==> src/rtl/pbus_rd_pkg.sv <==
package pbus_rd_pkg;

  // One chip select's read timing word, most significant field first.
  typedef struct packed {
    logic [1:0] width;
    logic [1:0] skew;
    logic [4:0] hold;
    logic [5:0] nxt;
    logic [4:0] setup;
    logic [5:0] first;
    logic [5:0] turn;
  } rd_timing_t;

  typedef enum logic [1:0] {
    DW_8   = 2'd0,
    DW_16  = 2'd1,
    DW_32  = 2'd2,
    DW_RSV = 2'd3
  } dev_width_e;

  typedef enum logic [1:0] {
    ST_IDLE,
    ST_ALE,
    ST_ACC,
    ST_TAIL
  } seq_state_e;

  localparam logic [5:0] MIN_FIRST = 6'd6;
  localparam logic [5:0] MIN_NEXT  = 6'd2;
  localparam logic [5:0] MIN_TURN  = 6'd2;

  function automatic logic [5:0] at_least(input logic [5:0] v, input logic [5:0] lo);
    return (v < lo) ? lo : v;
  endfunction

endpackage

==> src/rtl/pbus_rd_regs.sv <==
module pbus_rd_regs #(
  parameter int          NUM_CS  = 5,
  parameter int          OFS_W   = 6,
  parameter logic [31:0] RST_VAL = 32'h4084_0182
) (
  input  logic                     clk,
  input  logic                     rst_n,
  input  logic                     we,
  input  logic [OFS_W-1:0]         ofs,
  input  logic [31:0]              wdata,
  output logic [NUM_CS-1:0][31:0]  regs
);

  // One register per chip select, spaced eight bytes apart.
  for (genvar i = 0; i < NUM_CS; i++) begin : g_reg
    always_ff @(posedge clk) begin
      if (!rst_n)
        regs[i] <= RST_VAL;
      else if (we && ofs == OFS_W'(8 * i))
        regs[i] <= wdata;
    end
  end

endmodule

==> src/rtl/pbus_rd_engine.sv <==
module pbus_rd_engine
  import pbus_rd_pkg::*;
#(
  parameter int NUM_CS = 5,
  parameter int ADDR_W = 16,
  parameter int LEN_W  = 3
) (
  input  logic              clk,
  input  logic              rst_n,
  input  logic              req_valid,
  output logic              req_ready,
  input  logic [NUM_CS-1:0] req_cs_oh,
  input  logic [ADDR_W-1:0] req_addr,
  input  logic [LEN_W-1:0]  req_len,
  input  rd_timing_t        tim,
  output logic              rsp_valid,
  output logic [31:0]       rsp_data,
  output logic              rsp_last,
  output logic              width_err,
  output logic              bus_ale,
  output logic [NUM_CS-1:0] bus_cs_n,
  output logic              bus_oe_n,
  output logic [2:0]        bus_a_lo,
  output logic              bus_ad_oe,
  output logic [31:0]       bus_ad_out,
  input  logic [31:0]       bus_ad_in
);

  seq_state_e        state;
  logic [NUM_CS-1:0] cs_q;
  logic [ADDR_W-1:0] addr_q;
  logic [5:0]        wait_cnt, next_q, tail_cnt, tail_end_q;
  logic [4:0]        setup_cnt, hold_q;
  logic [LEN_W-1:0]  beats_left;
  logic [2:0]        a_lo, step_q;
  logic [31:0]       mask_q;
  logic              werr_q;

  // Effective (clamped) timing of the request on offer.
  logic [5:0]  eff_first, eff_next, eff_turn, eff_end, hold_ext;
  dev_width_e  eff_width;
  logic [2:0]  eff_step;
  logic [31:0] eff_mask;
  logic        unused_skew;

  assign unused_skew = ^tim.skew;
  assign eff_first   = at_least(tim.first, MIN_FIRST);
  assign eff_next    = at_least(tim.nxt, MIN_NEXT);
  assign eff_turn    = at_least(tim.turn, MIN_TURN);
  assign hold_ext    = {1'b0, tim.hold};
  assign eff_end     = (eff_turn > hold_ext) ? eff_turn : hold_ext;

  always_comb begin
    eff_width = dev_width_e'(tim.width);
    if (eff_width == DW_RSV) eff_width = DW_8;
    case (eff_width)
      DW_16:   begin eff_step = 3'd2; eff_mask = 32'h0000_FFFF; end
      DW_32:   begin eff_step = 3'd4; eff_mask = 32'hFFFF_FFFF; end
      default: begin eff_step = 3'd1; eff_mask = 32'h0000_00FF; end
    endcase
  end

  logic accept, sample_now;
  assign accept     = req_valid && (state == ST_IDLE);
  assign sample_now = (state == ST_ACC) && (wait_cnt == '0);

  always_ff @(posedge clk) begin
    if (!rst_n) begin
      state      <= ST_IDLE;
      cs_q       <= '0;
      addr_q     <= '0;
      wait_cnt   <= '0;
      next_q     <= '0;
      tail_cnt   <= '0;
      tail_end_q <= '0;
      setup_cnt  <= '0;
      hold_q     <= '0;
      beats_left <= '0;
      a_lo       <= '0;
      step_q     <= '0;
      mask_q     <= '0;
      werr_q     <= 1'b0;
      rsp_valid  <= 1'b0;
      rsp_data   <= '0;
      rsp_last   <= 1'b0;
    end else begin
      rsp_valid <= 1'b0;
      if (state == ST_ALE || state == ST_ACC)
        if (setup_cnt != '0) setup_cnt <= setup_cnt - 5'd1;
      case (state)
        ST_IDLE: if (accept) begin
          state      <= ST_ALE;
          cs_q       <= req_cs_oh;
          addr_q     <= req_addr;
          wait_cnt   <= eff_first - 6'd3;
          next_q     <= eff_next;
          setup_cnt  <= tim.setup;
          hold_q     <= tim.hold;
          tail_end_q <= eff_end;
          beats_left <= req_len;
          a_lo       <= req_addr[2:0];
          step_q     <= eff_step;
          mask_q     <= eff_mask;
          werr_q     <= (tim.width == DW_RSV);
        end
        ST_ALE: state <= ST_ACC;
        ST_ACC: begin
          if (sample_now) begin
            rsp_valid <= 1'b1;
            rsp_data  <= bus_ad_in & mask_q;
            rsp_last  <= (beats_left == '0);
            a_lo      <= a_lo + step_q;
            if (beats_left == '0) begin
              state    <= ST_TAIL;
              tail_cnt <= 6'd1;
            end else begin
              beats_left <= beats_left - 1'b1;
              wait_cnt   <= next_q - 6'd1;
            end
          end else begin
            wait_cnt <= wait_cnt - 6'd1;
          end
        end
        default: begin
          if (tail_cnt == tail_end_q - 6'd1) state <= ST_IDLE;
          else tail_cnt <= tail_cnt + 6'd1;
        end
      endcase
    end
  end

  logic cs_on, oe_on;
  assign cs_on = (state == ST_ALE) || (state == ST_ACC) ||
                 ((state == ST_TAIL) && (tail_cnt < {1'b0, hold_q}));
  assign oe_on = ((state == ST_ALE) || (state == ST_ACC)) && (setup_cnt == '0);

  assign req_ready  = (state == ST_IDLE);
  assign bus_ale    = (state == ST_ALE);
  assign bus_ad_oe  = (state == ST_ALE);
  assign bus_ad_out = bus_ale ? 32'(addr_q) : '0;
  assign bus_cs_n   = ~(cs_on ? cs_q : '0);
  assign bus_oe_n   = ~oe_on;
  assign bus_a_lo   = a_lo;
  assign width_err  = werr_q;

endmodule

==> src/rtl/pbus_rd_seq.sv <==
module pbus_rd_seq
  import pbus_rd_pkg::*;
#(
  parameter int          NUM_CS     = 5,
  parameter int          ADDR_W     = 16,
  parameter int          LEN_W      = 3,
  parameter logic [31:0] RST_TIMING = 32'h4084_0182,
  localparam int         OFS_W      = $clog2(8 * NUM_CS),
  localparam int         CS_W       = $clog2(NUM_CS)
) (
  input  logic              clk,
  input  logic              rst_n,
  input  logic              cfg_we,
  input  logic [OFS_W-1:0]  cfg_ofs,
  input  logic [31:0]       cfg_wdata,
  input  logic              req_valid,
  output logic              req_ready,
  input  logic [CS_W-1:0]   req_cs,
  input  logic [ADDR_W-1:0] req_addr,
  input  logic [LEN_W-1:0]  req_len,
  output logic              rsp_valid,
  output logic [31:0]       rsp_data,
  output logic              rsp_last,
  output logic              width_err,
  output logic              bus_ale,
  output logic [NUM_CS-1:0] bus_cs_n,
  output logic              bus_oe_n,
  output logic [2:0]        bus_a_lo,
  output logic              bus_ad_oe,
  output logic [31:0]       bus_ad_out,
  input  logic [31:0]       bus_ad_in
);

  logic [NUM_CS-1:0][31:0] regs;
  logic [NUM_CS-1:0]       cs_oh;
  logic                    cs_ok;
  rd_timing_t              tim_sel;

  pbus_rd_regs #(.NUM_CS(NUM_CS), .OFS_W(OFS_W), .RST_VAL(RST_TIMING)) u_regs (
    .clk(clk), .rst_n(rst_n), .we(cfg_we), .ofs(cfg_ofs), .wdata(cfg_wdata),
    .regs(regs)
  );

  for (genvar i = 0; i < NUM_CS; i++) begin : g_dec
    assign cs_oh[i] = (req_cs == CS_W'(i));
  end

  assign cs_ok   = (req_cs < CS_W'(NUM_CS));
  assign tim_sel = rd_timing_t'(cs_ok ? regs[req_cs] : regs[0]);

  pbus_rd_engine #(.NUM_CS(NUM_CS), .ADDR_W(ADDR_W), .LEN_W(LEN_W)) u_eng (
    .clk(clk), .rst_n(rst_n),
    .req_valid(req_valid), .req_ready(req_ready), .req_cs_oh(cs_oh),
    .req_addr(req_addr), .req_len(req_len), .tim(tim_sel),
    .rsp_valid(rsp_valid), .rsp_data(rsp_data), .rsp_last(rsp_last),
    .width_err(width_err),
    .bus_ale(bus_ale), .bus_cs_n(bus_cs_n), .bus_oe_n(bus_oe_n),
    .bus_a_lo(bus_a_lo), .bus_ad_oe(bus_ad_oe), .bus_ad_out(bus_ad_out),
    .bus_ad_in(bus_ad_in)
  );

endmodule

==> config.mk <==
export PLATFORM = sky130hd
export DESIGN_NAME = pbus_rd_seq
export DESIGN_NICKNAME = d
export VERILOG_FILES = /design/src/rtl/pbus_rd_pkg.sv /design/src/rtl/pbus_rd_regs.sv /design/src/rtl/pbus_rd_engine.sv /design/src/rtl/pbus_rd_seq.sv
export SDC_FILE = /design/constraint.sdc
export NUM_CORES = 1
export LEC_CHECK = 0
export CORE_MARGIN = 2
export CORE_UTILIZATION = 35
export DETAILED_ROUTE_END_ITERATION = 8
export DONT_BUFFER_PORTS = 1
export GPL_ROUTABILITY_DRIVEN = 0
export HOLD_SLACK_MARGIN = 0.12
export PLACE_DENSITY = 0.49
export RECOVER_POWER = 25
export SLEW_MARGIN = 20
export SYNTH_ARGS = -nofsm -noshare
export SYNTH_HDL_FRONTEND = slang
export SYNTH_HIERARCHICAL = 1
export SYNTH_SLANG_ARGS = --single-unit
==> constraint.sdc <==
create_clock -name clk -period 4.59 [get_ports clk]
set_input_delay 0.2295 -clock clk [delete_from_list [all_inputs] [get_ports clk]]
set_output_delay 0.2295 -clock clk [all_outputs]
set_load 0.05 [all_outputs]
==> key figures <==
Die
  • I/O pin total: between 150 and 200
  • Placeable Area: roughly 34000 µm²
  • Die area: 36000 µm²
  • Die Span X: between 150 and 200 µm
  • DIE HEIGHT: roughly 190 µm
  • Core Rows: 67
  • Initial Util: between 30% and 40%

Clocking
  • Total CTS buffers: 31
  • CTS tree: done
  • Post-CTS Setup Bufs: 0
  • CTS sink cnt: 253
  • CTS H-tree lvls: 1
  • CTS Buffer Depth: 3
  • Root Driver: clkbuf_16
  • CTS clk-pin slew, worst paths: 60 ps
  • Skew-Pair Late Insertion Delay: 550 ps

Final layout
  • Multi-input logic area: roughly 6300 µm²
  • Ant. Diodes: 0
  • Layout Nets: 1508
  • Layout cells sized above 1: approximately 8.7%
  • Final core occ: between 40% and 50%
  • Register area: 5060 µm²
  • Non-filler cells, final: 1858
  • Area delta synth->final: 18.3%
  • Fillcell total: around 3300

Detailed routing
  • Final wirelength: 32.6 mm
  • Via density: around 5
  • Initial DRC count: approximately 460
  • Routed vias: 9364
  • ANT nets after route: 0
  • DRC violations left: 0
  • Pre-antenna DRT Iters: 4
  • WL/cell: about 18 µm

Setup path
  • CP peak stage delay: 620 ps
  • Crit-path cells: dlygate4sd3_1, or3b_1, buf_4, a2bb2oi_1, o221a_2, or4_1, o21ai_0, ha_1, and3_1, a31oi_1, mux2_2, a21oi_1
  • Critical path type: primary input to flop
  • CP Max Fanout: 19
  • Slowest cell on the critical path: dlygate4sd3_1
  • Crit. End Element: flop
  • CP top delay family: compound AO/OA/AOI/OAI gates
  • Critical Path AT: approximately 4000 ps
  • Setup crit start kind: primary input
  • CP Buf/Inv Count: 2
  • Req. time, crit path: about 5100 ps

Synth
  • Synth Cell Area: about 12000 µm²
  • Syn Area/Cell: ~9.0 µm²
  • Syn Inst Count: 1334
  • Synth warn: 6

Place
  • DP HPWL: between 15 and 20 mm
  • Placed cell count: between 1500 and 2000
  • Port Buffers: 0

Timing
  • Slew of the pin with the lowest slew margin: between 2000 and 3000 ps
  • Worst hold margin: ~160 ps
  • Achievable frequency: approximately 0.28 GHz
  • Unrepaired setup endpoints after global routing: false
  • Hold Fails Final Rpt: 0
  • Shortest period the worst path allows: 3620 ps
  • # setup viols final: 0
  • Skew final: 8.40 ps
  • Max-slew violation count: 31
  • Slew HR: -83.4%
  • Setup_tns: 0 ps
  • Final Cycle Share: 79.0%

GRT
  • Total congestion overflow: 0
  • Initial antenna violation count: 0
  • Vias in the first global route: 9411
  • Total global-route track usage: between 10% and 20%
  • First-pass GRT wire length: ~52 mm
  • Largest net degree at the start of global routing: between 200 and 250

Job
  • Maxcap violations: 1

Power
  • Total power: between 6 and 7 mW
  • Pwr Density: approximately 440 nW/µm²
  • Pleak: 5.96 nW
  • Max VDD drop: 264 µV

Outcome
  • Outcome: complete, but fails checks
  • Failing checks: max-capacitance violations, max-slew violations

Worst hold path
  • Worst hold path type: primary input to flop
-- worst register-to-register path: stages, from the launching register on --
cell and delay [ps]:
dfxtp_1 310, mux2_2 260, nand2_1 70, o221ai_1 180, or4_1 590, o21ai_0 260
ha_1 280, and3_1 160, a31oi_1 500, mux2_2 410, a21oi_1 130
-- power by group --
part | leakage, nW | total [mW] | internal, mW | switching, mW
clock network | 0.518 | 2.44 | 1.49 | 0.955
registers | 2.05 | 2.49 | 2.32 | 0.170
logic | 3.39 | 1.40 | 0.473 | 0.931
total | 5.96 | 6.33 | 4.28 | 2.06
-- layer usage --
metal	part of all wire, %	global-route usage, %
met5	0	0
met4	1.1	3.40
met3	4.4	3.04
met2	46	29.7
met1	48	24.4
-- sequential cells by signal, summed over array words and instances, names as in the netlist --
register,flops
u_eng/addr_q,16
u_eng/beats_left,3
u_eng/bus_a_lo,3
u_eng/cs_q,5
u_eng/hold_q,5
u_eng/mask_q,3
u_eng/next_q,6
u_eng/rsp_data,32
u_eng/rsp_last,1
u_eng/rsp_valid,1
u_eng/setup_cnt,5
u_eng/state,2
u_eng/step_q,2
u_eng/tail_cnt,6
u_eng/tail_end_q,6
u_eng/wait_cnt,6
u_eng/width_err,1
u_regs/regs,150
-- stage by stage --
stage	instance area [µm²]	setup slack (ps)
after floorplan	12100	1380
after global placement	12200	1080
after detailed placement	12200	1010
after CTS	14300	993
after global routing	14300	796
final	14300	966
-- placed cells by master (no fill, tap or decap), types with 9 or more instances in the layout --
cell type	count
nor2_1	25
clkbuf_8	9
o21ai_0	23
mux2_2	15
mux2i_1	174
nand2b_1	22
clkbuf_16	31
dfxtp_1	253
o221a_2	14
dlygate4sd3_1	96
inv_1	39
nand3_1	28
and2_1	18
conb_1	16
buf_4	14
a22oi_1	11
clkinv_2	10
a22o_1	16
a2bb2oi_1	14
a21oi_1	82
nor3_1	14
nor2b_1	34
a21boi_0	19
nand2_1	268
xnor2_1	9
ha_1	24
o221ai_1	11
-- worst paths after layout --
| path | from | endpoint | slack [ps] | depth (start not counted) |
|---|---|---|---|---|
| min | req_cs[1] | u_eng/tail_end_q[4]$_SDFFE_PN0P_ | 160 | 3 |
| max reg2reg | u_regs/regs[101]$_SDFFE_PN0P_ | u_eng/tail_end_q[0]$_SDFFE_PN0P_ | 1380 | 10 |
| max | req_cs[0] | u_eng/tail_end_q[0]$_SDFFE_PN0P_ | 970 | 12 |
| min reg2reg | u_eng/addr_q[11]$_SDFFE_PN0P_ | u_eng/addr_q[11]$_SDFFE_PN0P_ | 450 | 2 |
-- what timing repair did --
item / CTS / global route
resized for setup: 0 / 0
hold buffers: 97 / 0
endpoints found under the hold margin: 235 / 0
-- layout make-up --
type | instances | share of cell area (%)
Clock inverter | 14 | 0.877
Clock buffer | 43 | 6.38
Sequential cell | 253 | 35.5
Multi-Input combinational cell | 946 | 44.5
Timing Repair Buffer | 114 | 7.77
Tap cell | 448 | 3.93
Inverter | 40 | 1.05
(Power assumes the default switching activity.)
